<file path="src/rtl/tc_pkg.sv">
package tc_pkg;
  localparam int NUM_CLS   = 4;
  localparam int NUM_CNT   = NUM_CLS + 1;
  localparam int TOTAL_IDX = NUM_CLS;

  typedef enum logic [1:0] {
    CLS_WEB   = 2'd0,
    CLS_TCP   = 2'd1,
    CLS_UDP   = 2'd2,
    CLS_IPV6  = 2'd3
  } tc_class_e;

  typedef struct packed {
    logic      done;
    logic      cls_ok;
    tc_class_e cls;
  } tc_result_t;
endpackage

</file>
<file path="src/rtl/tc_header_parser.sv">
module tc_header_parser
  import tc_pkg::*;
#(
  parameter int IDX_W = 8
) (
  input  logic       clk,
  input  logic       rst,
  input  logic       in_valid,
  input  logic       in_sop,
  input  logic       in_eop,
  input  logic [7:0] in_data,
  output tc_result_t res
);
  localparam logic [IDX_W-1:0] IDX_MAX = '1;

  logic             in_pkt;
  logic [IDX_W-1:0] idx;
  logic [3:0]       ver, ihl;
  logic [7:0]       proto;
  logic [31:0]      ports;
  logic             hv, hp, hports;

  logic             beat;
  logic [IDX_W-1:0] cur, off;
  logic [3:0]       n_ver, n_ihl;
  logic [7:0]       n_proto;
  logic [31:0]      n_ports;
  logic             n_hv, n_hp, n_hports;
  logic             web, dec_ok;
  tc_class_e        dec_cls;

  assign beat = in_valid && (in_sop || in_pkt);
  assign cur  = in_sop ? '0 : idx;

  // field capture including the byte on the current beat
  always_comb begin
    n_ver    = ver;
    n_ihl    = ihl;
    n_proto  = proto;
    n_ports  = ports;
    n_hv     = in_sop ? 1'b0 : hv;
    n_hp     = in_sop ? 1'b0 : hp;
    n_hports = in_sop ? 1'b0 : hports;
    if (cur == '0) begin
      n_ver = in_data[7:4];
      n_ihl = in_data[3:0];
      n_hv  = 1'b1;
    end
    if (cur == IDX_W'(9)) begin
      n_proto = in_data;
      n_hp    = 1'b1;
    end
    off = IDX_W'({n_ihl, 2'b00});
    if (cur == off)                n_ports[31:24] = in_data;
    if (cur == off + IDX_W'(1))    n_ports[23:16] = in_data;
    if (cur == off + IDX_W'(2))    n_ports[15:8]  = in_data;
    if (cur == off + IDX_W'(3)) begin
      n_ports[7:0] = in_data;
      n_hports     = 1'b1;
    end
  end

  assign web = (n_ports[31:16] == 16'd80) || (n_ports[31:16] == 16'd443) ||
               (n_ports[15:0]  == 16'd80) || (n_ports[15:0]  == 16'd443);

  // class decision from the fields known at this beat
  always_comb begin
    dec_ok  = 1'b0;
    dec_cls = CLS_WEB;
    if (n_hv && n_ver == 4'd6) begin
      dec_ok  = 1'b1;
      dec_cls = CLS_IPV6;
    end else if (n_hv && n_ver == 4'd4 && n_ihl >= 4'd5 && n_hp) begin
      if (n_proto == 8'd17) begin
        dec_ok  = 1'b1;
        dec_cls = CLS_UDP;
      end else if (n_proto == 8'd6 && n_hports) begin
        dec_ok  = 1'b1;
        dec_cls = web ? CLS_WEB : CLS_TCP;
      end
    end
  end

  always_ff @(posedge clk) begin
    if (rst) begin
      in_pkt <= 1'b0;
      idx    <= '0;
      ver    <= '0;
      ihl    <= '0;
      proto  <= '0;
      ports  <= '0;
      hv     <= 1'b0;
      hp     <= 1'b0;
      hports <= 1'b0;
      res    <= '0;
    end else begin
      res.done   <= beat && in_eop;
      res.cls_ok <= dec_ok;
      res.cls    <= dec_cls;
      if (beat) begin
        in_pkt <= !in_eop;
        idx    <= (cur == IDX_MAX) ? cur : cur + IDX_W'(1);
        ver    <= n_ver;
        ihl    <= n_ihl;
        proto  <= n_proto;
        ports  <= n_ports;
        hv     <= n_hv;
        hp     <= n_hp;
        hports <= n_hports;
      end
    end
  end

  // a start beat restarts byte numbering
  a_r7_sop_restart: assert property (@(posedge clk) disable iff (rst)
    (in_valid && in_sop) |=> (idx == IDX_W'(1)));

  // a result appears only after an accepted end beat
  a_r5_done_after_eop: assert property (@(posedge clk) disable iff (rst)
    res.done |-> $past(in_valid && in_eop));

  // a beat with valid low leaves the byte position alone
  a_r6_idle_hold: assert property (@(posedge clk) disable iff (rst)
    !in_valid |=> $stable(idx));
endmodule

</file>
<file path="src/rtl/tc_counter_bank.sv">
module tc_counter_bank
  import tc_pkg::*;
#(
  parameter int CNT_W = 32,
  parameter int SEL_W = 3
) (
  input  logic             clk,
  input  logic             rst,
  input  logic             clear,
  input  tc_result_t       res,
  input  logic [SEL_W-1:0] rd_idx,
  output logic [CNT_W-1:0] rd_data
);
  logic [CNT_W-1:0]   cnt [NUM_CNT];
  logic [NUM_CNT-1:0] inc;

  for (genvar i = 0; i < NUM_CNT; i++) begin : g_cnt
    if (i == TOTAL_IDX) begin : g_total
      assign inc[i] = res.done;
    end else begin : g_class
      assign inc[i] = res.done && res.cls_ok && (res.cls == tc_class_e'(i));
    end

    always_ff @(posedge clk) begin
      if (rst || clear)
        cnt[i] <= '0;
      else if (inc[i])
        cnt[i] <= cnt[i] + CNT_W'(1);
    end
  end

  always_ff @(posedge clk) begin
    if (rst)
      rd_data <= '0;
    else if (rd_idx < SEL_W'(NUM_CNT))
      rd_data <= cnt[rd_idx];
    else
      rd_data <= '0;
  end

  // the total advances by exactly one per finished packet
  a_r1_total_step: assert property (@(posedge clk) disable iff (rst)
    (inc[TOTAL_IDX] && !clear) |=> (cnt[TOTAL_IDX] == $past(cnt[TOTAL_IDX]) + CNT_W'(1)));

  // at most one class counter moves per packet
  a_r5_single_class: assert property (@(posedge clk) disable iff (rst)
    $onehot0(inc[NUM_CLS-1:0]));

  // clear empties the counters on the next edge
  a_r9_clear_zero: assert property (@(posedge clk) disable iff (rst)
    clear |=> (cnt[TOTAL_IDX] == '0 && cnt[0] == '0 && cnt[NUM_CLS-1] == '0));

  // unused indices read as zero
  a_r8_read_zero: assert property (@(posedge clk) disable iff (rst)
    (rd_idx >= SEL_W'(NUM_CNT)) |=> (rd_data == '0));
endmodule

</file>
<file path="src/rtl/traffic_classifier.sv">
module traffic_classifier
  import tc_pkg::*;
#(
  parameter int CNT_W = 32,
  parameter int IDX_W = 8,
  parameter int SEL_W = 3
) (
  input  logic             clk,
  input  logic             rst,
  input  logic             clear,
  input  logic             in_valid,
  input  logic             in_sop,
  input  logic             in_eop,
  input  logic [7:0]       in_data,
  input  logic [SEL_W-1:0] rd_idx,
  output logic [CNT_W-1:0] rd_data
);
  tc_result_t res;

  tc_header_parser #(.IDX_W(IDX_W)) u_parser (
    .clk      (clk),
    .rst      (rst),
    .in_valid (in_valid),
    .in_sop   (in_sop),
    .in_eop   (in_eop),
    .in_data  (in_data),
    .res      (res)
  );

  tc_counter_bank #(.CNT_W(CNT_W), .SEL_W(SEL_W)) u_counters (
    .clk     (clk),
    .rst     (rst),
    .clear   (clear),
    .res     (res),
    .rd_idx  (rd_idx),
    .rd_data (rd_data)
  );
endmodule

</file>
<file path="config.mk">
export PLATFORM = sky130hd
export DESIGN_NAME = traffic_classifier
export DESIGN_NICKNAME = d
export VERILOG_FILES = /design/src/rtl/tc_pkg.sv /design/src/rtl/tc_header_parser.sv /design/src/rtl/tc_counter_bank.sv /design/src/rtl/traffic_classifier.sv
export SDC_FILE = /design/constraint.sdc
export NUM_CORES = 1
export LEC_CHECK = 0
export BUFFER_PORTS_ARGS = -buffer_cell sky130_fd_sc_hd__buf_2
export CAP_MARGIN = 20
export CORE_MARGIN = 2
export CORE_UTILIZATION = 35
export CTS_BUF_LIST = sky130_fd_sc_hd__clkbuf_16
export DETAILED_ROUTE_END_ITERATION = 7
export PLACE_DENSITY = 0.62
export SLEW_MARGIN = 0
export SYNTH_ARGS = -nofsm -noshare
export SYNTH_HDL_FRONTEND = slang
export SYNTH_HIERARCHICAL = 1
export SYNTH_SLANG_ARGS = --single-unit
</file>
<file path="constraint.sdc">
create_clock -name clk -period 9.7 [get_ports clk]
set_input_delay 0.97 -clock clk [delete_from_list [all_inputs] [get_ports clk]]
set_output_delay 0.97 -clock clk [all_outputs]
set_load 0.01 [all_outputs]
</file>
======== After elaboration in Yosys (flattened, before gate mapping) ========
Memories as Yosys holds them, arrays and structs flattened. A register that Yosys moved wholly into a read port is not among the register bits.
Cells that the tools add are included.
word-level totals
  output and inout bits ................... 32
  input bits .............................. 17
  RAM bits ................................ 160
  logic and storage cells ................. 114
  memories kept ........................... 1
  bits in registers ....................... 64
operators by class
  mux-type cells .......................... 46
  equal/unequal tests ..................... 17
  reduce and logical (&&, ||, !) cells .... 21
  order comparisons ....................... 2
  bitwise logic cells ..................... 6
  $add $sub $neg .......................... 9
memories
  memory          words  bits a word  read ports  clocked after memory_dff  wr ports  line                   RTL
  u_counters.cnt  5      32           6           1                         5         tc_counter_bank.sv:14  logic [CNT_W-1:0] cnt [NUM_CNT];
operators by type and width
  cell                                                               count
  adder 32 x 1 -> 32 bit, second input constant                      5
  two-way mux 32 bit                                                 5
  two-way mux 8 bit                                                  7
  == test 16 x 7 -> 1 bit, second input constant                     2
  == test 16 x 9 -> 1 bit, second input constant                     2
  two-way mux 1 bit                                                  28
  == test 8 bit                                                      3
  adder 6 x 2 -> 7 bit, second input constant                        2
  logical AND 1 bit                                                  12
  adder 8 x 1 -> 8 bit, second input constant                        1
  == test 4 x 3 -> 1 bit, second input constant                      2
  == test 8 x 3 -> 1 bit, second input constant                      1
  == test 8 x 4 -> 1 bit, second input constant                      1
  == test 8 x 5 -> 1 bit, second input constant                      1
  == test 8 x 6 -> 1 bit                                             1
  == test 8 bit, second input constant                               1
  logical NOT 8 bit                                                  1
  two-way mux 2 bit                                                  4
  two-way mux 4 bit                                                  2
  adder 6 x 1 -> 7 bit, second input constant                        1
  logical OR 1 bit                                                   5
  OR 1 bit                                                           5
  == test 2 bit, second input constant                               2
  greater-or-equal comparator 4 x 3 -> 1 bit, second input constant  1
  other kinds (6)                                                    6

======== Logic depth before layout (Yosys ltp) ========
  depth after elaboration ................. 15
  gate-level depth with buffers ........... 17
  gate-level depth less buffers ........... 12

======== Hierarchy ========
The synthesis kept the hierarchy.
modules (own cells, without submodules)
  module            area an instance (um^2)  instances  seq. area each (um^2)  cells each
  tc_counter_bank   10791.6                  1          5445.2                 1009
  tc_header_parser  3170.5                   1          1281.2                 387

======== Least setup slack after synthesis ========
Ideal clock, no wire load.
  path kind ............................... input port to flip-flop
  from .................................... input in_sop
  to ...................................... register, netlist name u_parser/res[0]
  arrival ................................. 4.353 ns
  path slack .............................. 5.222 ns
  setup time .............................. 0.125 ns
  stages on the path ...................... 16
  buffers on the path ..................... 4
  data required time ...................... 9.575 ns
  cells stage by stage .................... clkbuf_1 clkbuf_1 nor2b_1 inv_1 ha_1 buf_2 or3b_1 o21ai_2 buf_4 mux2i_1 o21ai_2 nor4_4 mux2i_1 mux4_2 o31ai_1 a2bb2oi_1
between the ends
  longest elaborated chain between the ends .. 15
  elaborated cells on any way between the ends .. 45
  those cells by class .................... add/sub: 3; order compare: 1; eq/ne: 13; mux: 19; reduce/logical: 9
RTL lines
  what                                                                line                      RTL
  start: declaration                                                  traffic_classifier.sv:12  input logic in_sop,
  two-way mux 8 bit                                                   tc_header_parser.sv:33    assign cur = in_sop ? '0 : idx;
  logical NOT 8 bit                                                   tc_header_parser.sv:44    if (cur == '0) begin
  two-way mux 4 bit                                                   tc_header_parser.sv:44
  adder 6 x 1 -> 7 bit                                                tc_header_parser.sv:55    if (cur == off + IDX_W'(1)) n_ports[23:16] = in_data;
  == test 8 bit                                                       tc_header_parser.sv:55
  two-way mux 8 bit                                                   tc_header_parser.sv:55
  == test 16 x 7 -> 1 bit or == test 16 x 9 -> 1 bit (tied branches)  tc_header_parser.sv:63    assign web = (n_ports[31:16] == 16'd80) || (n_ports[31:16] == 16'd443) ||
  logical OR 1 bit (2 in a row)                                       tc_header_parser.sv:63
  logical OR 1 bit                                                    tc_header_parser.sv:64    (n_ports[15:0] == 16'd80) || (n_ports[15:0] == 16'd443);
  two-way mux 1 bit                                                   tc_header_parser.sv:79    dec_cls = web ? CLS_WEB : CLS_TCP;
  two-way mux 2 bit                                                   tc_header_parser.sv:77    end else if (n_proto == 8'd6 && n_hports) begin
  two-way mux 2 bit                                                   tc_header_parser.sv:74    if (n_proto == 8'd17) begin
  two-way mux 2 bit                                                   tc_header_parser.sv:73    end else if (n_hv && n_ver == 4'd4 && n_ihl >= 4'd5 && n_hp) begin
  two-way mux 2 bit (*)                                               tc_header_parser.sv:70    if (n_hv && n_ver == 4'd6) begin
Mark *: on every way between the ends. The rest lies on a longest branch, timed or not.
A chain may end at the register's enable or synchronous reset.

======== Final worst setup path ========
  from .................................... input in_sop
  to ...................................... register, netlist name u_parser/res[0]
between the ends
  longest elaborated chain between the ends .. 15
  elaborated cells on any way between the ends .. 45
  those cells by class .................... add/sub: 3; order compare: 1; eq/ne: 13; mux: 19; reduce/logical: 9
RTL lines
  what                                                                line
  two-way mux 8 bit                                                   tc_header_parser.sv:33
  logical NOT 8 bit                                                   tc_header_parser.sv:44
  two-way mux 4 bit                                                   tc_header_parser.sv:44
  adder 6 x 1 -> 7 bit                                                tc_header_parser.sv:55
  == test 8 bit                                                       tc_header_parser.sv:55
  two-way mux 8 bit                                                   tc_header_parser.sv:55
  == test 16 x 7 -> 1 bit or == test 16 x 9 -> 1 bit (tied branches)  tc_header_parser.sv:63
  logical OR 1 bit (2 in a row)                                       tc_header_parser.sv:63
  logical OR 1 bit                                                    tc_header_parser.sv:64
  two-way mux 1 bit                                                   tc_header_parser.sv:79
  two-way mux 2 bit                                                   tc_header_parser.sv:77
  two-way mux 2 bit                                                   tc_header_parser.sv:74
  two-way mux 2 bit                                                   tc_header_parser.sv:73
  two-way mux 2 bit (*)                                               tc_header_parser.sv:70
Marked as above.

==> metrics.log <==
[metrics] Max Freq: 0.229 GHz
[metrics] Inserted Clock Buffers: 28
[metrics] relative max-transition margin: 34.5%
[metrics] max-cap check violation count: 0
[metrics] result of the run: complete, no violations
[metrics] Total GRT Usage: 16.5%
[metrics] cell area after technology mapping: 14,000 um2
[metrics] slowest cell on the critical path: mux4_2
[metrics] yosys warns: 6
[metrics] number of synthesized flops with an enable pin: 160
[metrics] Critical Path Fanout Max: 23
[metrics] total routed wirelength: around 35 mm
[metrics] pin count of the biggest net entering global routing: 69
[metrics] unrepaired setup endpoints after global routing: no
[metrics] cell types occupying the most area after synthesis: edfxtp_1, dfxtp_1, mux2i_1
[metrics] DRC violation count after routing: 0
[metrics] startpoint types: primary input
[metrics] portion of the post-synthesis area used by sequential elements: between 40% and 50%
[metrics] number of distinct library cells after synthesis: 62
[metrics] minimum setup slack in the final design: ~5.3 ns
[metrics] Clock power frac: 41.8%
[metrics] post-cts hold buffer count: 0
[metrics] count of final setup violators: 0
[metrics] classification of the worst-slack hold path: flop to flop
[metrics] clock latency at the later pin of the worst-skew pair: between 0.5 and 0.6 ns
[metrics] share of total power in combinational logic: 6.2%
[metrics] Remaining Overflow, GRT: 0
[metrics] Synth Flop Type: edfxtp_1
[metrics] total power density per cell area: 154 nW/um2
[metrics] slowest cell delay on critical path: 0.53 ns
[metrics] effective utilization at floorplan: roughly a third
[metrics] CTS Root Buffer Type: clkbuf_16
[metrics] VDD IR-drop max: 0.117 mV
[metrics] Net Sw Frac: around 24%
[metrics] sum of negative setup slack: 0 ns
[metrics] most frequent cells in the layout: nor2_1, edfxtp_1, nand2_1
[metrics] WP buf/inv: 2
[metrics] routed len/inst: 17.8 um
[metrics] number of instances in the synthesized netlist: approximately 1,400
[metrics] post-DR vias/cell: 5.67
[metrics] net count of the finished layout: about 1,400
[metrics] P_leak: 5.29 nW
[metrics] switching power total: a little under 600 uW
[metrics] die area: 41,500 um2
[metrics] number of post-CTS setup repair buffers: 0
[metrics] area leader, netlist: edfxtp_1
[metrics] starting DRC count in detailed routing: 647
[metrics] Longest Clk Path Bufs: 3
[metrics] final HPWL from detailed placement: 24.2 mm
[metrics] Final min period: 4.36 ns
[metrics] internal power contribution: 1.81 mW
[metrics] number of failing hold endpoints at the final stage: 0
[metrics] crit path kind: primary input to flop
[metrics] layout cells sized above 1: 10.4%
[metrics] leading cell type in the layout, fill and taps excluded: nor2_1
[metrics] antenna diode count: 0
[metrics] endpoint type of the worst setup path: flop
[metrics] final max-slew violation count: 0
[metrics] first-pass GRT wire length: 55.4 mm
[metrics] register share of total power: 52.0%
[metrics] data arrival time of the worst path: 4.79 ns
[metrics] vertical extent of the die: 204 um
[metrics] Detail Route Antenna Nets: 0
[metrics] post-layout utilization of the core: ~39%
[metrics] placed cell areas: 14,600 um2
[metrics] share of async-settable or async-resettable flops after synthesis: 0%
[metrics] area growth from synthesis to layout: 11.1%
[metrics] Die X-Extent: 204 um
[metrics] Post-Place Setup Slack: 4.85 ns
[metrics] number of input and output port buffers inserted: 48
[metrics] antenna violations before repair: 0
[metrics] vias in the first global route: roughly 10,000
[metrics] # IOs: 49
[metrics] clock tree from TritonCTS: done
[metrics] endpoint required time on the critical path: 10.13 ns
[metrics] router iterations before antenna repair: 5
[metrics] core region area: between 30,000 and 40,000 um2
[metrics] row count: 73
[metrics] top cell type's share of synthesized area: 34.4%
[metrics] Clock Pin Slew Worst Setup and Hold Paths: 0.06 ns
[metrics] count of placed standard cells in the final layout, fillers left out: 1,952
[metrics] total number of clock tree sinks: approximately 260
[metrics] share of the clock period used by the worst path after layout: 44.9%
[metrics] Post-Synthesis Net Count: 1,422
[metrics] count of instances resized after the clock tree is built: 0
[metrics] deepest level of the CTS H-tree: 1
[metrics] overall power of the completed layout: 2.39 mW
[metrics] final RePlAce weighted congestion: 0.847
[metrics] final setup skew: 0.0324 ns
[metrics] number of synthesized register bits: 256
[metrics] final instance area: around 16,000 um2
[metrics] kind of cell adding the most delay to the critical path: simple AND/OR/NAND/NOR gates
[metrics] placed insts: 1,898
[metrics] post-synthesis area per instance: 10.0 um2
[metrics] number of vias after detailed routing: ~11,000
[metrics] measured slew at the worst slew-check pin: 0.982 ns
[metrics] Hold Worst Slack: 0.458 ns
[metrics] Critical Path, Cell by Cell: buf_2 > nor2b_1 > inv_1 > ha_1 > or3b_1 > o21ai_2 > or3b_2 > o21ai_1 > nor4_4 > mux2i_1 > mux4_2 > o31ai_1 > a2bb2oi_1
worst min-delay path, stage by stage, from the launching register on:
cell and delay, ns:
dfxtp_1 0.31, nand2_1 0.05, a21oi_1 0.05
worst paths after layout:
kind	from	to	slack, ns	cells after the start
worst max-delay path	in_sop	u_parser/res[0]	5.34	13
worst min-delay path	u_parser/ver[0]	u_parser/ver[0]	0.46	2
worst max register to register	u_parser/idx[1]	u_parser/res[0]	5.80	12
worst min register to register	u_parser/ver[0]	u_parser/ver[0]	0.46	2
cells in the mapped netlist, types with 3 or more instances:
cell and n:
a211oi_1 3, a21oi_1 111, a31oi_1 4, and2_1 12, and3_1 14, and4_1 20, buf_1 10, buf_2 14
clkbuf_1 53, dfxtp_1 96, edfxtp_1 160, ha_1 9, inv_1 22, mux2_2 3, mux2i_1 80, mux4_2 32
nand2_1 131, nand2b_1 8, nand3_1 61, nand3b_1 4, nand4_1 40, nand4_2 3, nor2_1 163, nor3_1 26
nor3b_1 5, nor4_1 21, nor4bb_1 3, o21ai_0 44, o31ai_1 44, or2_1 4, or2_2 3, or3_1 46
or4_1 51, xnor2_1 33, xor2_1 30
power by group through the flow:
stage / clock [mW] / sequential (mW) / combinational [mW]
2_1_floorplan: 0 / 1.25 / 0.105
3_3_place_gp: 0 / 1.26 / 0.144
3_5_place_dp: 0 / 1.26 / 0.146
4_1_cts: 1.02 / 1.24 / 0.147
5_1_grt: 1.07 / 1.25 / 0.161
6_report: 1.00 / 1.24 / 0.147
logic make-up (layout without fill, tap and decap cells):
| family | count (synthesis) | in the layout | synth area share [%] |
|---|---|---|---|
| and+or+nand+nor | 631 | 631 | 23.7 |
| adders and majority gates | 9 | 9 | 0.807 |
| DFF | 256 | 256 | 48.2 |
| xor gates and xnor gates | 63 | 63 | 3.95 |
| AOI/OAI and AO/OA | 220 | 220 | 9.10 |
| muxes | 116 | 116 | 11.3 |
| buffers and inverters | 101 | 132 | 2.92 |
cell type report:
cell class / count / area, um2
fillers: 3833 / 24000
multi-input cells: 1039 / 6830
flip-flops and latches: 256 / 6730
clock buffers: 30 / 751
well taps: 525 / 657
repair buffers: 58 / 363
clock inverters: 22 / 103
inverters: 22 / 82.6
flip-flops by register name (all words and copies together) (netlist names):
register and cells:
u_parser/ports 32, u_parser/idx 8, u_parser/in_pkt 1, u_parser/res 4
u_counters/cnt 160, u_counters/rd_data 32, u_parser/ihl 4, u_parser/hp 1
u_parser/proto 8, u_parser/hv 1, u_parser/hports 1, u_parser/ver 4
metal layers:
metal	GRT usage, %	wire, um
met5	0	0
met3	3.50	2610
met4	4.85	823
met2	26.9	16300
met1	22.0	15000
(Power assumes the default switching activity.)
